`config.mk`:
```
export PLATFORM = sky130hd
export DESIGN_NAME = flag_alu
export DESIGN_NICKNAME = d
export VERILOG_FILES = /design/src/rtl/flag_alu.sv
export SDC_FILE = /design/constraint.sdc
export NUM_CORES = 1
export LEC_CHECK = 0
export ABC_CLOCK_PERIOD_IN_PS = 1060
export CORE_MARGIN = 2
export CORE_UTILIZATION = 40
export DETAILED_ROUTE_END_ITERATION = 8
export DONT_BUFFER_PORTS = 1
export SETUP_SLACK_MARGIN = 0.15
export SYNTH_ARGS = -nofsm -noshare
export SYNTH_HDL_FRONTEND = slang
export SYNTH_SLANG_ARGS = --single-unit
export TNS_END_PERCENT = 30
```
`constraint.sdc`:
```
create_clock -name clk -period 1.06 [get_ports clk]
set_clock_uncertainty 0.2 [all_clocks]
set_input_delay 0.212 -clock clk [delete_from_list [all_inputs] [get_ports clk]]
set_output_delay 0.212 -clock clk [all_outputs]
set_load 0.03 [all_outputs]
```
`src/rtl/flag_alu.sv`:
```
module flag_alu #(
  parameter int DW    = 16,
  parameter int C_POS = 0,
  parameter int Z_POS = 1,
  parameter int N_POS = 2,
  parameter int V_POS = 8
) (
  input  logic          clk,
  input  logic          rst_n,
  input  logic [3:0]    op_i,
  input  logic          byte_i,
  input  logic [DW-1:0] dst_i,
  input  logic [DW-1:0] src_i,
  input  logic [DW-1:0] sr_i,
  output logic [DW-1:0] res_o,
  output logic          wr_o,
  output logic [DW-1:0] sr_o
);
  localparam int BW = DW / 2;
  localparam int IW = $clog2(DW + 1);

  localparam logic [3:0] OP_MOV  = 4'd0;
  localparam logic [3:0] OP_ADD  = 4'd1;
  localparam logic [3:0] OP_ADDC = 4'd2;
  localparam logic [3:0] OP_SUB  = 4'd3;
  localparam logic [3:0] OP_SUBC = 4'd4;
  localparam logic [3:0] OP_CMP  = 4'd5;
  localparam logic [3:0] OP_AND  = 4'd6;
  localparam logic [3:0] OP_BIT  = 4'd7;
  localparam logic [3:0] OP_BIC  = 4'd8;
  localparam logic [3:0] OP_BIS  = 4'd9;
  localparam logic [3:0] OP_XOR  = 4'd10;
  localparam logic [3:0] OP_RRC  = 4'd11;
  localparam logic [3:0] OP_RRA  = 4'd12;
  localparam logic [3:0] OP_RRU  = 4'd13;
  localparam logic [3:0] OP_SWPB = 4'd14;
  localparam logic [3:0] OP_SXT  = 4'd15;

  logic          narrow;
  logic [IW-1:0] msb;
  logic [DW-1:0] mask, a, b, badd, res, sr_n;
  logic [DW:0]   sum;
  logic          c_old, cin, ar_c, ar_v, wr, upd, c_n, v_n, fill;

  assign narrow = byte_i && (op_i != OP_SWPB) && (op_i != OP_SXT);
  assign msb    = narrow ? IW'(BW - 1) : IW'(DW - 1);
  assign mask   = narrow ? {{(DW-BW){1'b0}}, {BW{1'b1}}} : {DW{1'b1}};
  assign a      = dst_i & mask;
  assign b      = src_i & mask;
  assign c_old  = sr_i[C_POS];

  always_comb begin
    badd = b;
    cin  = 1'b0;
    case (op_i)
      OP_ADDC: cin = c_old;
      OP_SUB, OP_CMP: begin badd = ~src_i & mask; cin = 1'b1; end
      OP_SUBC: begin badd = ~src_i & mask; cin = c_old; end
      default: ;
    endcase
  end

  assign sum  = {1'b0, a} + {1'b0, badd} + {{DW{1'b0}}, cin};
  assign ar_c = sum[msb + IW'(1)];
  assign ar_v = (a[msb] == badd[msb]) && (sum[msb] != a[msb]);

  always_comb begin
    res  = a;
    wr   = 1'b1;
    upd  = 1'b0;
    c_n  = 1'b0;
    v_n  = 1'b0;
    fill = 1'b0;
    case (op_i)
      OP_MOV: res = b;
      OP_ADD, OP_ADDC, OP_SUB, OP_SUBC, OP_CMP: begin
        res = sum[DW-1:0] & mask;
        upd = 1'b1;
        c_n = ar_c;
        v_n = ar_v;
        wr  = (op_i != OP_CMP);
      end
      OP_AND, OP_BIT: begin
        res = a & b;
        upd = 1'b1;
        c_n = |(a & b);
        wr  = (op_i == OP_AND);
      end
      OP_BIC: res = a & ~b;
      OP_BIS: res = a | b;
      OP_XOR: begin
        res = a ^ b;
        upd = 1'b1;
        c_n = |(a ^ b);
        v_n = a[msb] & b[msb];
      end
      OP_RRC, OP_RRA, OP_RRU: begin
        if (op_i == OP_RRC)      fill = c_old;
        else if (op_i == OP_RRA) fill = a[msb];
        res      = a >> 1;
        res[msb] = fill;
        upd      = 1'b1;
        c_n      = a[0];
      end
      OP_SWPB: res = {dst_i[BW-1:0], dst_i[DW-1:BW]};
      OP_SXT: begin
        res = {{(DW-BW){dst_i[BW-1]}}, dst_i[BW-1:0]};
        upd = 1'b1;
        c_n = |res;
      end
      default: ;
    endcase
  end

  always_comb begin
    sr_n = sr_i;
    if (upd) begin
      sr_n[C_POS] = c_n;
      sr_n[Z_POS] = (res == '0);
      sr_n[N_POS] = res[msb];
      sr_n[V_POS] = v_n;
    end
  end

  always_ff @(posedge clk or negedge rst_n) begin
    if (!rst_n) begin
      res_o <= '0;
      wr_o  <= 1'b0;
      sr_o  <= '0;
    end else begin
      res_o <= res;
      wr_o  <= wr;
      sr_o  <= sr_n;
    end
  end
endmodule

```
==> summary.txt, run 1 <==
TritonCTS buffer count -> 5
Relative slew margins -> 65.44%
I/O Buffers -> 0
Die X -> 107.5 um
Yosys reg bits -> 33
Post-Syn Area per Cell -> 7.887 um2
DR WL/cell -> 20.82 um
Worst path slowest cell -> or4_4
GRT Util Overall -> 30.69%
crit end category -> flop
Via density -> 5.759
Clock transition at path regs -> 0.06 ns
crit-path max FO -> 30
final core utilization -> 61.12%
Req. time, crit path -> 1.05 ns
Yosys warning count -> 0
CP Cell Sequence -> and3b_4 -> nor2_2 -> nor2_4 -> xnor2_4 -> fa_2 -> fa_2 -> a21o_1 -> a211oi_2 -> a21oi_2 -> a221oi_2 -> a21oi_1 -> or4_4 -> or4_4 -> or3_4 -> o32ai_2
gp weighted congestion -> 0.9816
top-area cell type share of the netlist area -> 19.28%
drt pass-1 iters -> 5
crit-path max cell delay -> 0.44 ns
initial antenna violation count -> 1
Site Rows -> 37
worst slack, placed -> -3.222 ns
failing checks -> negative hold slack, negative setup slack
largest net degree at the start of global routing -> 50
status -> finished with violations
post-route ant nets -> 0
Post-synth EDFFs -> 0
Post-Layout Inst Area -> 6339 um2
Core Footprint -> 10370 um2
Pwr Density -> 917.4 nW/um2
CTS tree -> done
Distinct cells, synth -> 69
Worst Path Arrival -> 3.87 ns
Initial Util -> 41.30%
vias in the first global route -> 4916
Die H -> 107.5 um
area grow syn2layout -> 48.00%
area leader, netlist -> dfrtp_1
DRC Markers -> 0
Post-Synthesis Cell Area -> 4283 um2
Placed Cells -> 819
CP Launch Type -> input port
Top FF cell, synth -> dfrtp_1
Post-Layout Cell Count -> 855
Tcrit/Tclk final -> 366.2%
Sink Count -> 33
Final Setup Violations -> 53
fraction of layout cells with a size suffix above 1 -> 39.69%
max-cap violations -> 0
routed wire length -> 17810 um
Max Freq -> 257.6 MHz
RSZ-0062 raised after global routing -> true
H-Tree Depth -> 2
grt ovf -> 0
Iteration-0 DRC Markers -> 372
register area share after synthesis -> 19.28%
CTS Root Cell -> clkbuf_8
Final min period -> 3.881 ns
Syn Nets -> 664
Slew Viols, Final -> 0
total die area -> 11550 um2
total number of vias -> 4924
Peak VDD IR -> 0.0007871 V
Syn Inst Count -> 543
final hold vios -> 37
Synth area leaders -> dfrtp_1 (19%), ha_1 (19%), a21oi_1 (4.8%), xnor2_1 (4.5%), nor2_1 (4.1%)
first-pass GRT wire length -> 27190 um
worst hold slack -> -0.5763 ns
P_leak -> 2.994 nW
critical path class -> in2reg
Top Ports -> 88
filler cell count -> 916
Hold/Removal Path Class -> in2async
CTS max path bufs -> 2
Final #Nets -> 838
dpl hpwl -> 13820 um
area post-placement -> 5668 um2
ys async rst share -> 100.0%
worst slew pin tran -> 0.5053 ns
setup ws final -> -2.821 ns
CTS Hold Bufs -> 13
routing by layer:
metal / vias to the layer above / global-route usage, % / part of all wire [%]
li1: 2307 / - / -
met1: 2337 / 40.23 / 42
met2: 249 / 50.41 / 46
met3: 31 / 5.569 / 8.8
met4: 0 / 10.99 / 2.8
met5: - / 0 / 0
layout make-up:
type                            instances  area (um2)  share of cell area, %
Clock inverter                          2       10.01                 0.1579
Sequential cell                        33       865.8                  13.66
Timing Repair Buffer                  193        1524                  24.04
Antenna cell                            1       2.502                0.03948
Clock buffer                            6       72.57                  1.145
Tap cell                              136       170.2                  2.685
Multi-Input combinational cell        438        3521                  55.55
Inverter                               46       172.7                  2.724
worst paths after layout:
kind                            to    start  slack, ns  cells after the start
max in group asynchronous  sr_o[9]    rst_n       1.15                      0
setup / recovery           sr_o[1]  op_i[2]      -2.82                     15
min in group clk           sr_o[1]  sr_i[1]      -0.11                      2
hold / removal             sr_o[2]    rst_n      -0.58                      0
cells in the final DEF (no fill, tap or decap), types with 5 or more instances in the layout:
cell	n
nand3_1	7
and3_1	6
a21oi_1	26
nor4_1	8
nor2b_1	7
clkbuf_8	5
o22ai_1	5
buf_4	173
xnor2_1	17
o21ai_0	17
o21ai_1	5
a211oi_1	5
inv_1	45
dfrtp_2	32
dlygate4sd3_1	13
a22oi_2	5
nand2_1	46
and2_1	13
a21oi_2	13
a22oi_1	5
nor2_1	43
mux2i_1	10
a22o_1	5
ha_1	64
a31oi_1	6
nor3_1	12
synthesized netlist by cell type (4+ instances only):
cell      count
mux2_2        4
clkbuf_1     15
and3_1        6
and2_1       13
ha_1         64
a21o_1        4
mux2i_1      10
a21oi_1      41
nand2b_1      4
a22oi_1      10
buf_2         8
o211ai_1      4
nor4_1        8
nor2_1       47
xor2_1        4
a32o_1        4
xnor2_1      22
dfrtp_1      33
nor3_1       12
a221oi_1      6
a211oi_1      8
inv_1        45
a31oi_1       8
o22ai_1       6
nand2_1      46
o21ai_0      23
a22o_1        5
nand3_1       8
nor2b_1       8
o21a_1        4
sequential cells by signal, indices dropped and copies added, names as in the netlist:
signal  count
res_o      16
wr_o        1
sr_o       16
metrics by stage:
step | hold slack [ns] | TNS [ns] | total power, mW
6_report | -0.5763 | -43.83 | 5.815
5_1_grt | -0.5942 | -46.21 | 6.162
4_1_cts | -0.5883 | -41.85 | 5.561
3_5_place_dp | -0.2830 | -46.11 | 4.431
3_3_place_gp | -0.2830 | -45.04 | 4.380
2_1_floorplan | -0.2836 | -41.21 | 3.264
power breakdown:
| part | internal [mW] | leakage (nW) | switching (mW) | total, mW |
|---|---|---|---|---|
| sequential | 1.43 | 0.362 | 0.362 | 1.80 |
| combinational | 1.65 | 2.59 | 1.50 | 3.15 |
| clock | 0.454 | 0.0450 | 0.418 | 0.872 |
| total | 3.54 | 2.99 | 2.28 | 5.82 |
kinds of logic (layout without fill, tap and decap cells):
group / Yosys count / count (layout) / share of synthesized area, %
AOI/OAI and AO/OA: 156 / 156 / 24.95
xor gates and xnor gates: 26 / 26 / 5.317
adders and majority gates: 66 / 66 / 19.63
buffers and inverters: 72 / 247 / 6.719
DFF: 33 / 33 / 19.28
muxes: 15 / 15 / 3.915
other: 0 / 1 / 0
and+or+nand+nor: 175 / 175 / 20.19
critical path: cells and delay by family:
family	cells	cell delay (ns)
AND/OR/NAND/NOR	6	1.71
adder cells (fa/ha/maj)	2	0.80
AO/OA/AOI/OAI	6	1.06
XOR/XNOR	1	0.08
repair_timing:
| action | in CTS | in global routing |
|---|---|---|
| endpoints found under the hold margin | 50 | 37 |
| setup endpoints to repair | 53 | 53 |
| pin swaps | 30 | 33 |
| resized for setup | 64 | 33 |
| buffers inserted | 6 | 8 |
| gates cloned | 0 | 0 |
No activity file was read; power rests on OpenSTA's default activity.
==> inputs of run 2 (changes only) <==
--- a/config.mk
+++ b/config.mk
@@ -5,9 +5,10 @@
 export SDC_FILE = /design/constraint.sdc
 export NUM_CORES = 1
 export LEC_CHECK = 0
-export ABC_CLOCK_PERIOD_IN_PS = 1060
+export ABC_CLOCK_PERIOD_IN_PS = 4500
 export CORE_MARGIN = 2
 export CORE_UTILIZATION = 40
+export CTS_BUF_LIST = sky130_fd_sc_hd__clkbuf_8
 export DETAILED_ROUTE_END_ITERATION = 8
 export DONT_BUFFER_PORTS = 1
 export SETUP_SLACK_MARGIN = 0.15
==> constraint.sdc (replaced) <==
create_clock -name clk -period 4.5 [get_ports clk]
set_clock_uncertainty 0.2 [all_clocks]
set_input_delay 0.9 -clock clk [delete_from_list [all_inputs] [get_ports clk]]
set_output_delay 0.9 -clock clk [all_outputs]
set_load 0.03 [all_outputs]
==> run 2 against run 1 <==
Effect of this change: flip-flop and latch count stayed put; combinational power decreased by 83%; sequential share of layout area is 3.0 points higher; highest routed layer unchanged; first-iteration DRC count up 9.4%; core utilization fell by 13 points; worst setup slack better by 2.7 ns; critical path type unchanged; clock power decreased by 77%; largest power group unchanged; global-route usage is 4.7 points lower; critical path depth unchanged; total power fell by 80%; die area did not move; the flow finishes with violations (negative setup slack); sequential power is 77% lower.
==> summary.txt, run 2 (same netlist as run 1, synthesis figures left out) <==
status -> finished with violations
failing checks -> negative setup slack
CTS tree -> done
Clock transition at path regs -> 0.06 ns (about the same)
crit end category -> flop
commonest cells after routing, fill and taps aside -> ha_1 (64), buf_4 (51), inv_1 (46), nand2_1 (46), nor2_1 (45)
Final Setup Violations -> 1 (-98%)
CP Cell Sequence -> and3b_4 -> nor2_2 -> nor2_4 -> xnor2_4 -> fa_2 -> fa_2 -> a21o_1 -> a211oi_2 -> a21oi_2 -> a221oi_2 -> a21oi_1 -> or4_1 -> or4_4 -> or3_4 -> o32ai_2
P_leak -> 2.318 nW (-23%)
DR WL/cell -> 21.42 um (+2.8%)
TritonCTS buffer count -> 5 (unchanged)
H-Tree Depth -> 2 (unchanged)
crit-path max FO -> 30 (unchanged)
Critical Path End -> sr_o[1]
worst slack, placed -> -0.5114 ns (+2.710 ns)
gp weighted congestion -> 1.006 (+2.5%)
Worst Path Arrival -> 4.65 ns (+0.78 ns)
final hold vios -> 0 (-100%)
Req. time, crit path -> 4.48 ns (+3.43 ns)
Hold/Removal Path Class -> in2async
Slew Viols, Final -> 0 (unchanged)
drt pass-1 iters -> 5 (unchanged)
DRC Markers -> 0 (unchanged)
max-cap violations -> 0 (unchanged)
worst slew pin tran -> 0.8544 ns (+0.3492 ns)
Die H -> 107.5 um (unchanged)
Initial Util -> 41.30% (unchanged)
GRT Util Overall -> 26.02% (-4.7 points)
post-route ant nets -> 0 (unchanged)
Final #Nets -> 699 (-17%)
Setup TNS Final -> -0.1710 ns (+43.66 ns)
Pwr Density -> 232.0 nW/um2 (-75%)
grt ovf -> 0 (unchanged)
largest net degree at the start of global routing -> 50 (unchanged)
setup ws final -> -0.1710 ns (+2.650 ns)
critical path class -> in2reg
Peak VDD IR -> 0.0002779 V (-65%)
first-pass GRT wire length -> 23210 um (-15%)
Die X -> 107.5 um (unchanged)
Top Ports -> 88 (unchanged)
crit-path max cell delay -> 0.53 ns (+0.09 ns)
routed wire length -> 15330 um (-14%)
Site Rows -> 37 (unchanged)
total die area -> 11550 um2 (unchanged)
Via density -> 6.036 (+4.8%)
area grow syn2layout -> 15.72%
RSZ-0062 raised after global routing -> true
Worst path slowest cell -> or4_1
Sink Count -> 33 (unchanged)
biggest regs -> res_o: 16 flops, sr_o: 16 flops, wr_o: 1 flops
initial antenna violation count -> 1 (unchanged)
most used cell, CP -> fa_2
commonest non-fill, non-tap cell in the layout -> ha_1
Iteration-0 DRC Markers -> 407 (+9.4%)
CTS Root Cell -> clkbuf_8
I/O Buffers -> 0 (unchanged)
Tcrit/Tclk final -> 103.8%
Max Freq -> 214.1 MHz
fraction of layout cells with a size suffix above 1 -> 16.06% (-24 points)
Final min period -> 4.671 ns
CTS Hold Bufs -> 0 (-13)
Core Footprint -> 10370 um2 (unchanged)
total number of vias -> 4322 (-12%)
vias in the first global route -> 4144 (-16%)
dpl hpwl -> 12160 um (-12%)
CP Launch Type -> input port
CP startpoint -> op_i[2]
CTS max path bufs -> 2 (unchanged)
Relative slew margins -> 42.83% (-23 points)
## run 2: power by group
| part | switching (mW) | internal (mW) | total [mW] |
|---|---|---|---|
| clock | 0.0961 | 0.105 | 0.201 |
| combinational | 0.284 | 0.251 | 0.535 |
| sequential | 0.0839 | 0.330 | 0.414 |
## run 2: timing repair
| action | 4_1_cts | 5_1_grt |
|---|---|---|
| setup endpoints to repair | 2 | 4 |
| hold endpoints to repair | 0 | 0 |
| resized for setup | 7 | 11 |
| pin swaps | 13 | 11 |
| cloned | 0 | 0 |
| buffers inserted | 2 | 1 |
## run 2: worst max-delay path: cells and delay by family
kind	cells	cell delay, ns
AO/OA/AOI/OAI	6	1.05
XOR/XNOR	1	0.08
adder cells (fa/ha/maj)	2	0.80
AND/OR/NAND/NOR	6	1.80
## run 2: routing by layer
layer / global-route usage, % / wire, um / vias to the layer above
met1: 35.20 / 6540 / 2053
met4: 8.425 / 368 / 0
met2: 41.27 / 6828 / 209
met3: 5.448 / 1596 / 27
met5: 0 / 0 / -
li1: - / - / 2033
## run 2: stage by stage
| step | instances | hold slack [ns] | total power, mW | cell area [um2] | utilization, % |
|---|---|---|---|---|---|
| floorplan | 543 | 0.4044 | 0.7658 | 4404 | - |
| global placement | 704 | 0.4050 | 0.9214 | 4782 | 46.11 |
| detailed placement | 704 | 0.4051 | 0.9284 | 4782 | 46.11 |
| CTS | 714 | 0.1033 | 1.139 | 4902 | 47.27 |
| global route | 715 | 0.09473 | 1.226 | 4954 | 47.77 |
| finish | 716 | 0.1129 | 1.150 | 4956 | 47.79 |
## run 2: worst min path at each step
stage / to / slack (ns) / cells after the start
2_1_floorplan: res_o[0] / 0.40 / 0
3_3_place_gp: res_o[10] / 0.40 / 0
3_5_place_dp: sr_o[2] / 0.41 / 0
4_1_cts: sr_o[9] / 0.10 / 0
5_1_grt: sr_o[12] / 0.09 / 0
6_report: sr_o[2] / 0.11 / 0
## run 2: cell type report
type,instances,area (um2)
clock buffers,5,68.82
inverters,46,172.7
flip-flops and latches,33,825.8
multi-input cells,438,3286
repair buffers,54,416.7
fillers,1037,5414
well taps,136,170.2
diodes,1,2.502
clock inverters,3,13.76
==> inputs of run 3 (changes only) <==
--- a/config.mk
+++ b/config.mk
@@ -6,6 +6,7 @@
 export NUM_CORES = 1
 export LEC_CHECK = 0
 export ABC_CLOCK_PERIOD_IN_PS = 4500
+export CORE_ASPECT_RATIO = 1.2
 export CORE_MARGIN = 2
 export CORE_UTILIZATION = 40
 export CTS_BUF_LIST = sky130_fd_sc_hd__clkbuf_8
==> constraint.sdc (replaced) <==
create_clock -name clk -period 4.5 [get_ports clk]
set_clock_uncertainty 0.2 [all_clocks]
set_input_delay 0.45 -clock clk [delete_from_list [all_inputs] [get_ports clk]]
set_output_delay 0.45 -clock clk [all_outputs]
set_load 0.03 [all_outputs]
==> run 3 against run 2 <==
Effect of this change: the run now ends clean; clock-buffer cell count unchanged; global-route usage down 0.33 points; combinational power down 9.9%; die area about the same; cell area down 3.4%; fmax up 9.2%; via count down 0.65%; clock power about the same; routed wire length down 1.2%; total power down 4.3%; first-iteration DRC count up 18%; hold slack worse by 0.061 ns; critical endpoint unchanged; largest power group unchanged.
==> summary.txt, run 3 (same netlist as run 1, synthesis figures left out) <==
status -> finished clean
max-cap violations -> 0 (unchanged)
filler cell count -> 1055 (+1.7%)
I/O Buffers -> 0 (unchanged)
total die area -> 11550 um2 (about the same)
Final min period -> 4.277 ns (-0.3936 ns)
Hold/Removal Path Class -> in2reg
Relative slew margins -> 39.89% (-2.9 points)
Site Rows -> 41 (+11%)
initial antenna violation count -> 0 (-1)
GRT Util Overall -> 25.69% (-0.33 points)
area of the multi-input gates -> 3241 um2 (-1.4%)
Pwr Density -> 229.7 nW/um2 (-0.96%)
gp weighted congestion -> 0.9713 (-3.4%)
Iteration-0 DRC Markers -> 482 (+18%)
Top Ports -> 88 (unchanged)
DR WL/cell -> 22.02 um (+2.8%)
routed wire length -> 15150 um (-1.2%)
area post-placement -> 4519 um2 (-5.5%)
Final Setup Violations -> 0 (-1)
Core Footprint -> 10470 um2 (+0.92%)
commonest non-fill, non-tap cell in the layout -> ha_1
H-Tree Depth -> 2 (unchanged)
Slew Viols, Final -> 0 (unchanged)
RSZ-0062 raised after global routing -> true
Req. time, crit path -> 4.48 ns (about the same)
Post-Layout Inst Area -> 4787 um2 (-3.4%)
Max Freq -> 233.8 MHz (+9.2%)
crit-path max FO -> 30 (unchanged)
Setup TNS Final -> 0 ns (+0.1710 ns)
dpl hpwl -> 11770 um (-3.2%)
ant diodes -> 0 (-1)
fraction of layout cells with a size suffix above 1 -> 9.660% (-6.4 points)
Clock transition at path regs -> 0.06 ns (about the same)
TritonCTS buffer count -> 5 (unchanged)
commonest cells after routing, fill and taps aside -> ha_1 (64), nand2_1 (46), inv_1 (45), nor2_1 (45), a21oi_1 (40)
Setup Buffers After CTS -> 0 (-2)
Peak VDD IR -> 0.0001213 V (-56%)
CTS max path bufs -> 2 (unchanged)
largest net degree at the start of global routing -> 50 (unchanged)
final core utilization -> 45.74% (-2.0 points)
first-pass GRT wire length -> 23440 um (+0.98%)
worst slew pin tran -> 0.8984 ns (+0.04396 ns)
Via density -> 6.241 (+3.4%)
Tcrit/Tclk final -> 95.05% (-8.7 points)
Die H -> 117.4 um (+9.2%)
P_leak -> 2.191 nW (-5.5%)
final hold vios -> 0 (unchanged)
DRC Markers -> 0 (unchanged)
Initial Util -> 40.93% (-0.38 points)
CTS tree -> done
crit end category -> flop
critical path class -> in2reg
Sink Count -> 33 (unchanged)
Die X -> 98.46 um (-8.4%)
post-route ant nets -> 0 (unchanged)
grt ovf -> 0 (unchanged)
drt pass-1 iters -> 6 (+1)
area grow syn2layout -> 11.77%
total number of vias -> 4294 (-0.65%)
CTS Root Cell -> clkbuf_8
worst hold slack -> 0.05220 ns (-0.06066 ns)
Final #Nets -> 679 (-2.9%)
Reg area -> 825.8 um2 (unchanged)
vias in the first global route -> 4148 (+0.097%)
biggest regs -> res_o: 16 flops, sr_o: 16 flops, wr_o: 1 flops
CP Launch Type -> input port
Worst Path Arrival -> 4.26 ns (-0.39 ns)
-- run 3: cell types whose count changed in the layout (fill, tap and decap cells not counted), sizes merged --
cell | before | now
inv | 46 | 45
clkinvlp | 0 | 1
diode | 1 | 0
buf | 54 | 21
dlygate4sd3 | 0 | 13
-- run 3: metrics by stage --
| stage | instances | setup slack (ns) | power (mW) |
|---|---|---|---|
| 2_1_floorplan | 543 | -0.1131 | 0.7612 |
| 3_3_place_gp | 666 | 0.004347 | 0.8639 |
| 3_5_place_dp | 666 | -0.03700 | 0.8703 |
| 4_1_cts | 688 | 0.2281 | 1.095 |
| 5_1_grt | 688 | 0.1174 | 1.168 |
| 6_report | 688 | 0.2226 | 1.100 |
-- run 3: worst max-delay path: stages --
cell	delay, ns
and3b_4	0.28
nor2_2	0.05
nor2_4	0.14
xnor2_4	0.08
fa_2	0.39
fa_2	0.49
mux4_2	0.46
o22ai_1	0.19
a22oi_1	0.13
or4_4	0.55
or4_4	0.44
or3_4	0.40
o32ai_2	0.21
-- run 3: path summary, 6_finish.rpt --
| path | cells past startpoint | endpoint | startpoint | slack, ns |
|---|---|---|---|---|
| worst max-delay path | 13 | sr_o[1] | op_i[2] | 0.22 |
| worst min-delay path | 1 | wr_o | op_i[0] | 0.05 |
| max in group asynchronous | 2 | sr_o[14] | rst_n | 3.53 |
| min in group asynchronous | 2 | res_o[8] | rst_n | 0.41 |
-- run 3: metal layers --
layer / track usage, % / share of wire [%] / wire length [um] / vias to the layer above
li1: - / - / - / 1990
met3: 4.827 / 9.1 / 1385 / 49
met4: 11.04 / 4.5 / 688 / 0
met1: 34.54 / 41 / 6214 / 2026
met2: 40.05 / 45 / 6862 / 229
met5: 0 / 0 / 0 / -
-- run 3: where the power goes --
part / total [mW] / switching, mW / internal [mW]
sequential: 0.413 / 0.0830 / 0.330
clock: 0.204 / 0.0980 / 0.106
combinational: 0.482 / 0.274 / 0.208
-- run 3: repair_timing --
| item | in CTS | in global routing |
|---|---|---|
| hold buffers | 14 | 0 |
| resized for setup | 0 | 7 |
| setup endpoints to repair | 0 | 1 |
| hold endpoints to repair | 45 | 0 |
-- run 3: layout make-up --
type,instances,area share [%]
clock buffers,5,1.438
clock inverters,3,0.3659
inverters,46,3.607
multi-input cells,438,67.69
flip-flops and latches,33,17.25
well taps,129,3.372
repair buffers,34,6.273
